--- src/rtl/dx_pkg.sv ---
// Shared constants and types for the funnel extract unit.
// Assumes a 32-bit data word and a 16-entry register file.
package dx_pkg;
    localparam int XLEN    = 32;
    localparam int NREG    = 16;
    localparam int AW      = $clog2(NREG);
    localparam int SHW     = $clog2(XLEN);
    localparam int ILEN    = 32;

    localparam logic [7:0] OPC_IMM = 8'h77;
    localparam logic [7:0] OPC_REG = 8'h17;
    localparam logic [1:0] SUB_IMM = 2'd0;
    localparam logic [2:0] SUB_REG = 3'd4;

    typedef enum logic [1:0] {
        FMT_BAD = 2'd0,
        FMT_IMM = 2'd1,
        FMT_REG = 2'd2
    } dx_fmt_e;

    typedef struct packed {
        dx_fmt_e             fmt;
        logic [AW-1:0]       dst;
        logic [AW-1:0]       src_hi;
        logic [AW-1:0]       src_lo;
        logic [AW-1:0]       src_amt;
        logic [SHW-1:0]      imm_amt;
    } dx_op_t;
endpackage

--- src/rtl/dx_decode.sv ---
// Field decoder: sorts the instruction word into one of two formats or
// marks it illegal, and pulls out the register indices and the immediate.
// Assumes the bit layout of dx_pkg. Bits 20:16 are deliberately unused.
module dx_decode
    import dx_pkg::*;
(
    input  logic [ILEN-1:0] instr,
    output dx_op_t          op
);
    logic is_imm;
    logic is_reg;
    logic unused_dontcare;

    // Match each format on its primary and secondary opcode fields.
    always_comb begin
        is_imm = (instr[7:0] == OPC_IMM) && (instr[22:21] == SUB_IMM);
        is_reg = (instr[7:0] == OPC_REG) && (instr[23:21] == SUB_REG);
    end

    // Assemble the decoded operation.
    always_comb begin
        op.fmt     = is_imm ? FMT_IMM : (is_reg ? FMT_REG : FMT_BAD);
        op.dst     = instr[31:28];
        op.src_lo  = instr[15:12];
        op.src_hi  = instr[11:8];
        op.src_amt = instr[27:24];
        op.imm_amt = instr[27:23];
    end

    assign unused_dontcare = ^instr[20:16];
endmodule

--- src/rtl/dx_regfile.sv ---
// Register file with NRD combinational read ports and two write ports.
// Write port A (instruction writeback) wins over port B (debug) on the
// same index. Assumes a synchronous active-low reset clears every entry.
module dx_regfile #(
    parameter int W   = 32,
    parameter int N   = 16,
    parameter int NRD = 4,
    localparam int AW = $clog2(N)
) (
    input  logic                   clk,
    input  logic                   rst_n,
    input  logic [NRD-1:0][AW-1:0] raddr,
    output logic [NRD-1:0][W-1:0]  rdata,
    input  logic                   a_we,
    input  logic [AW-1:0]          a_addr,
    input  logic [W-1:0]           a_data,
    input  logic                   b_we,
    input  logic [AW-1:0]          b_addr,
    input  logic [W-1:0]           b_data
);
    logic [W-1:0] mem [N];

    for (genvar i = 0; i < N; i++) begin : g_ent
        // Update one entry: reset, then writeback, then debug.
        always_ff @(posedge clk) begin
            if (!rst_n) begin
                mem[i] <= '0;
            end else if (a_we && (a_addr == AW'(i))) begin
                mem[i] <= a_data;
            end else if (b_we && (b_addr == AW'(i))) begin
                mem[i] <= b_data;
            end
        end
    end

    for (genvar p = 0; p < NRD; p++) begin : g_rd
        // Combinational read of one port.
        always_comb rdata[p] = mem[raddr[p]];
    end
endmodule

--- src/rtl/dx_funnel.sv ---
// Funnel shifter: shifts {hi,lo} left by amt and returns the upper word.
// Built as a logarithmic stack of SHW conditional shift stages.
// Assumes amt is already limited to SHW bits.
module dx_funnel #(
    parameter int W    = 32,
    localparam int SHW = $clog2(W)
) (
    input  logic [W-1:0]   hi,
    input  logic [W-1:0]   lo,
    input  logic [SHW-1:0] amt,
    output logic [W-1:0]   res
);
    logic [2*W-1:0] stg [SHW+1];

    assign stg[0] = {hi, lo};

    for (genvar k = 0; k < SHW; k++) begin : g_stage
        // Stage k shifts by 2**k when amt bit k is set.
        always_comb stg[k+1] = amt[k] ? (stg[k] << (2**k)) : stg[k];
    end

    assign res = stg[SHW][2*W-1:W];
endmodule

--- src/rtl/dx_extract_unit.sv ---
// Top of the double-register extract unit: decode, register reads, shift
// amount selection, funnel shift, writeback and the one-cycle status pulses.
// Assumes one instruction per valid cycle and no pipelining.
module dx_extract_unit
    import dx_pkg::*;
(
    input  logic            clk,
    input  logic            rst_n,
    input  logic            instr_valid,
    input  logic [ILEN-1:0] instr,
    input  logic            dbg_we,
    input  logic [AW-1:0]   dbg_waddr,
    input  logic [XLEN-1:0] dbg_wdata,
    input  logic [AW-1:0]   dbg_raddr,
    output logic [XLEN-1:0] dbg_rdata,
    output logic            done_o,
    output logic            illegal_o
);
    localparam int NRD = 4;

    dx_op_t                     op;
    logic [NRD-1:0][AW-1:0]     rd_addr;
    logic [NRD-1:0][XLEN-1:0]   rd_data;
    logic [XLEN-1:0]            hi_word;
    logic [XLEN-1:0]            lo_word;
    logic [XLEN-1:0]            amt_word;
    logic [SHW-1:0]             sh_amt;
    logic [XLEN-1:0]            res_word;
    logic                       wb_en;
    logic                       bad_op;
    logic [XLEN-SHW-1:0]        unused_amt_hi;

    dx_decode u_dec (
        .instr (instr),
        .op    (op)
    );

    // Route the read addresses: high, low, amount, debug.
    always_comb begin
        rd_addr[0] = op.src_hi;
        rd_addr[1] = op.src_lo;
        rd_addr[2] = op.src_amt;
        rd_addr[3] = dbg_raddr;
    end

    dx_regfile #(.W(XLEN), .N(NREG), .NRD(NRD)) u_rf (
        .clk    (clk),
        .rst_n  (rst_n),
        .raddr  (rd_addr),
        .rdata  (rd_data),
        .a_we   (wb_en),
        .a_addr (op.dst),
        .a_data (res_word),
        .b_we   (dbg_we),
        .b_addr (dbg_waddr),
        .b_data (dbg_wdata)
    );

    // Split read data and pick the shift amount by format.
    always_comb begin
        hi_word   = rd_data[0];
        lo_word   = rd_data[1];
        amt_word  = rd_data[2];
        dbg_rdata = rd_data[3];
        sh_amt    = (op.fmt == FMT_REG) ? amt_word[SHW-1:0] : op.imm_amt;
    end

    assign unused_amt_hi = amt_word[XLEN-1:SHW];

    dx_funnel #(.W(XLEN)) u_fun (
        .hi  (hi_word),
        .lo  (lo_word),
        .amt (sh_amt),
        .res (res_word)
    );

    // Qualify writeback and the illegal case with the valid strobe.
    always_comb begin
        wb_en  = instr_valid && (op.fmt != FMT_BAD);
        bad_op = instr_valid && (op.fmt == FMT_BAD);
    end

    // Register the one-cycle completion and illegal pulses.
    always_ff @(posedge clk) begin
        if (!rst_n) begin
            done_o    <= 1'b0;
            illegal_o <= 1'b0;
        end else begin
            done_o    <= wb_en;
            illegal_o <= bad_op;
        end
    end
endmodule

--- config.mk ---
export PLATFORM = sky130hd
export DESIGN_NAME = dx_extract_unit
export DESIGN_NICKNAME = d
export VERILOG_FILES = /design/src/rtl/dx_pkg.sv /design/src/rtl/dx_decode.sv /design/src/rtl/dx_regfile.sv /design/src/rtl/dx_funnel.sv /design/src/rtl/dx_extract_unit.sv
export SDC_FILE = /design/constraint.sdc
export NUM_CORES = 1
export LEC_CHECK = 0
export ABC_AREA = 0
export BUFFER_PORTS_ARGS = -buffer_cell sky130_fd_sc_hd__buf_2
export CAP_MARGIN = 30
export CORE_MARGIN = 4
export CORE_UTILIZATION = 25
export DETAILED_ROUTE_END_ITERATION = 7
export GPL_TIMING_DRIVEN = 0
export PLACE_DENSITY_LB_ADDON = 0.12
export REMOVE_ABC_BUFFERS = 1
export SYNTH_ARGS = -nofsm -noshare
export SYNTH_HDL_FRONTEND = slang
export SYNTH_HIERARCHICAL = 1
export SYNTH_SLANG_ARGS = --single-unit
--- constraint.sdc ---
create_clock -name clk -period 6.1 [get_ports clk]
set_input_delay 0.305 -clock clk [delete_from_list [all_inputs] [get_ports clk]]
set_output_delay 0.305 -clock clk [all_outputs]
set_load 0.01 [all_outputs]
==> results of run 1 <==
[metal layers]
metal | up-vias | share of wire, % | global-route usage (%)
met1 | 15600 | 38 | 29.0
met4 | 4 | 4.2 | 8.52
met3 | 426 | 9.5 | 5.12
met5 | - | 0.013 | 0
li1 | 11300 | - | -
met2 | 2049 | 48 | 39.1
[cell type report]
type | instances | share of cell area [%]
multi-input cells | 1656 | 46.7
diodes | 3 | 0.0173
repair buffers | 249 | 7.74
inverters | 5 | 0.0433
clock inverters | 33 | 0.587
flip-flops and latches | 514 | 35.6
clock buffers | 74 | 3.74
well taps | 1930 | 5.58
[critical path: stages]
cell	delay, ns
buf_2	0.66
mux4_2	0.61
a22oi_1	0.21
nand2_1	0.09
mux2_4	0.43
buf_12	0.26
inv_1	0.53
mux2i_1	0.50
o22ai_1	0.19
or4b_1	0.88
a32o_1	0.37
[through the flow]
| step | worst slack (ns) | cells | util, % |
|---|---|---|---|
| after floorplan | -0.0291 | 2175 | - |
| after global placement | -9.50 | 4209 | 25.8 |
| after detailed placement | 0.777 | 4350 | 28.0 |
| after CTS | 1.44 | 4460 | 29.3 |
| after global routing | 1.24 | 4462 | 29.3 |
| final | 1.39 | 4464 | 29.3 |
[where the power goes]
part           switching (mW)  internal (mW)
combinational            1.60          0.953
clock                    1.58           2.03
sequential              0.147           4.11
[sequential cells by signal, indices dropped and copies added, names as in the netlist]
register   flops
u_rf/mem     512
done_o         1
illegal_o      1
[repair_timing]
action / 4_1_cts / 5_1_grt
hold buffers: 3 / 0
endpoints found under the hold margin: 2 / 0
buffers inserted: 0 / 0
[worst paths after layout]
| path | endpoint | depth (start not counted) | from | slack [ns] |
|---|---|---|---|---|
| worst min register to register | u_rf/mem[11][25]$_DFFE_PP_ | 7 | u_rf/mem[15][24]$_DFFE_PP_ | 1.58 |
| worst min-delay path | done_o$_SDFF_PN0_ | 5 | instr[5] | 0.10 |
| worst max register to register | u_rf/mem[8][14]$_SDFFCE_PN0P_ | 10 | u_rf/mem[11][0]$_DFFE_PP_ | 1.43 |
| worst max-delay path | u_rf/mem[8][14]$_SDFFCE_PN0P_ | 11 | instr[24] | 1.39 |
==> results.toml, run 1 <==
[outcome]
status = "completed"

[place]
routabilityCongestion = 0.891
place_area_sq_um = 41400
hpwl_um = 126000
io_buffers = 104

[sta]
slew_headroom_pct = 24.4
min_period_over_period_pct = 77.3
setup_tns_ns = 0
setup_viol = 0
hold_viol_final = 0
clock_skew_ns = 0.0325
min_period_ns = 4.71
max_freq_mhz = 212
rsz0062_at_grt = "no"
whs_ns = 0.103
tightest_slew_ns = 1.13
maxSlewViolCount = 0

[global_route]
grt_pass1_vias = 30100
grt_pass1_wl_um = 252000
grt_use_total_pct = 23.1
antenna_found_initial = 8
grt-ovfl-total = 0
grt_max_degree = 71

[floorplanning]
die-area_sq_um = 155000
core_sq_um = 148000
ios = 110
dieWidth_um = 394
initial_core_util_pct = 25.2
die_h_um = 394
num_rows = 141

[power]
p_leak_nw = 13.6
powerDensity_nw_per_um2 = 240
ir_drop_v = 0.000219
power_mw = 10.4

[setup_path]
startpoint_type = "input port"
critical_path_class = "input port to flip-flop"
arrival_ns = 5.13
critPathRequiredTime_ns = 6.51
cp-end-kind = "flip-flop"
critPathMaxFanout = 38

[final_layout]
final_cell_mix = "edfxtp_1 (512), mux4_2 (423), a32o_1 (386), a22oi_1 (220), a22o_1 (128)"
nFillCells = 14500
nets = 2563
final_common_cell = "edfxtp_1"
multi_input_area_sq_um = 20200
seq_area_sq_um = 15400
drive_gt1_share_pct = 35.4
area_delta_synth_final_pct = 16.5
fin_area_sq_um = 43300

[synthesis]
synth_warnings = 6
synth_area_sq_um = 37200
avgSynthCellArea_sq_um = 14.0
synthCells = 2664

[cts]
clock_path_buffers = 3
cts_resized = 0
path_clk_slew_ns = 0.06
cts_tree = "yes"
cts_max_level = 2
clk_latency_ns = 0.68
root_buffer = "clkbuf_16"
cts.sinks = 514
cts_inserted_buffers = 61

[drt]
vias = 29400
wl_per_cell_um = 41.7
wl_um = 186000
initialDrtViolationCount = 4016
drt-vias-per-instance = 6.59
firstDrtPassIters = 8
ant_nets = 0
drc_errors = 0

[job]
max-cap-violations = 0

[worst_hold_path]
hp-class = "input port to flip-flop"
Note: power is estimated with default switching activity, not from simulation.
==> run 2: changes to the inputs <==
- ABC_AREA: 0 -> 1
- clock period: 6.1 -> 4.4 ns (I/O delays scaled with it)
==> run 2 against run 1 <==
Critical path depth up 8. Global-route usage increased by 3.8 points. Worst setup slack got worse by 1.2 ns. Clock power rose by 57%. Sequential share of layout area fell by 3.3 points. Die area grew 12%. First-iteration DRC count rose by 38%. Final cell count increased by 89%. Largest power group unchanged.
==> results.toml, run 2 <==
[setup_path]
cp.buffers_inverters = 6
arrival_ns = 4.66
crit_top_cell = "nand3_1"
max_stage_delay_ns = 0.56
critPathMaxFanout = 115
cp-end-kind = "flip-flop"
critical_path_class = "input port to flip-flop"
crit_family = "buffers and inverters"
startpoint_type = "input port"
path_cells = "buf_12 > buf_16 > inv_12 > buf_16 > nand2_1 > nand3_1 > nand3_1 > nand3_1 > nand2_1 > nand2_1 > nand3_1 > nand3_1 > nand3_1 > nand3_1 > nand2_1 > inv_1 > o21ai_1 > nand2_1 > inv_1"
critPathRequiredTime_ns = 4.82
slowest_stage = "inv_12"

[power]
p_leak_nw = 20.7
ir_drop_v = 0.000254
powerDensity_nw_per_um2 = 316

[cts]
cts.sinks = 514
root_buffer = "clkbuf_16"
cts_tree = "yes"
clk_latency_ns = 0.67
cts_max_level = 3
clock_path_buffers = 3
cts_inserted_buffers = 70
path_clk_slew_ns = 0.06

[final_layout]
drive_gt1_share_pct = 6.38
regMostFlops = "u_rf/mem"
largest_reg_flops = 512
area_delta_synth_final_pct = 14.4
nFillCells = 18100
final_cell_mix = "nand2_1 (2,336), nand3_1 (1,664), inv_1 (619), edfxtp_1 (512), o21ai_0 (268)"
final_common_cell = "nand2_1"
nets = 6250
post-route-util_pct = 28.8
largestRegisters = "u_rf/mem (512), done_o (1), illegal_o (1)"

[global_route]
grt_use_total_pct = 26.9
grt_max_degree = 123
grt-ovfl-total = 0
grt_pass1_vias = 43300
grt_pass1_wl_um = 336000
antenna_found_initial = 5

[floorplanning]
die-area_sq_um = 173000
core_sq_um = 165000
dieWidth_um = 416
initial_core_util_pct = 25.2
ios = 110
die_h_um = 416
num_rows = 149

[outcome]
status = "completed"

[sta]
maxSlewViolCount = 0
min_period_ns = 4.24
min_period_over_period_pct = 96.3
max_freq_mhz = 236
slew_headroom_pct = 29.0
tightest_slew_ns = 1.06
rsz0062_at_grt = "no"
setup_viol = 0
setup_tns_ns = 0
clock_skew_ns = 0.0215
hold_viol_final = 0

[drt]
drt-vias-per-instance = 5.49
vias = 46300
wl_per_cell_um = 28.8
firstDrtPassIters = 6
drc_errors = 0
wl_um = 242000
initialDrtViolationCount = 5536
ant_nets = 0

[place]
hpwl_um = 147000
io_buffers = 104
routabilityCongestion = 0.833

[synthesis]
avgSynthCellArea_sq_um = 6.44
synth_area_sq_um = 41700
synth_warnings = 6
synthCells = 6472

[job]
max-cap-violations = 0

[worst_hold_path]
hp-class = "input port to flip-flop"
## run 2: area by class of cell
| type | instances | area [sq um] | share of cell area, % |
|---|---|---|---|
| timing repair inverter | 1 | 7.51 | 0.0158 |
| clock buffer | 90 | 1890 | 3.97 |
| antenna | 6 | 15.0 | 0.0315 |
| inverter | 645 | 2520 | 5.28 |
| clock inverter | 33 | 253 | 0.530 |
| timing repair buffer | 249 | 3320 | 6.97 |
| tap | 2189 | 2740 | 5.75 |
| sequential | 514 | 15400 | 32.3 |
| multi-input combinational | 4693 | 21500 | 45.1 |
## run 2: per-stage QoR
| step | hold slack (ns) | total power, mW | instance area (sq um) | cells | setup WS (ns) |
|---|---|---|---|---|---|
| after floorplan | 0.363 | 7.68 | 38900 | 5852 | 0.0298 |
| after global placement | 0.623 | 9.43 | 42100 | 8145 | -15.05 |
| after detailed placement | 0.623 | 9.42 | 45100 | 8257 | -1.50 |
| after CTS | 0.000908 | 15.1 | 47500 | 8409 | 0.0742 |
| after global routing | 0.0409 | 15.7 | 47600 | 8414 | 0.0744 |
| final | 0.0571 | 15.1 | 47700 | 8420 | 0.161 |
## run 2: per-layer routing
layer	up-vias	routed length [um]	global-route usage, %
met2	2423	115000	45.5
met3	561	17900	3.83
met1	22500	97000	33.6
met4	0	12400	12.9
met5	-	0	0
li1	20800	-	-
## run 2: worst paths after layout
path | startpoint | end | slack, ns | cells past startpoint
setup reg to reg | u_rf/mem[9][1]$_DFFE_PP_ | u_rf/mem[8][24]$_SDFFCE_PN0P_ | 0.34 | 20
setup / recovery | instr[8] | u_rf/mem[8][24]$_SDFFCE_PN0P_ | 0.16 | 19
hold reg to reg | u_rf/mem[3][8]$_DFFE_PP_ | u_rf/mem[0][4]$_DFFE_PP_ | 1.53 | 16
hold / removal | dbg_wdata[17] | u_rf/mem[10][17]$_DFFE_PP_ | 0.06 | 3
## run 2: report_power, final
part / internal (mW) / leakage, nW / switching (mW)
clock: 3.25 / 1.05 / 2.42
sequential: 5.67 / 4.91 / 0.0899
combinational: 0.896 / 14.7 / 2.75
## run 2: worst reg2reg max path: cells and delay by family, from the launching register on
kind | cells | cell delay [ns]
AOI/OAI and AO/OA | 1 | 0.14
buffers and inverters | 6 | 1.46
DFF | 1 | 0.36
and+or+nand+nor | 13 | 1.86
## run 2: what timing repair did
item,4_1_cts,5_1_grt
endpoints found under the setup margin,510,266
cloned,0,1
hold buffers,29,0
gates resized for setup,3,16
endpoints found under the hold margin,167,0
setup buffers,0,4
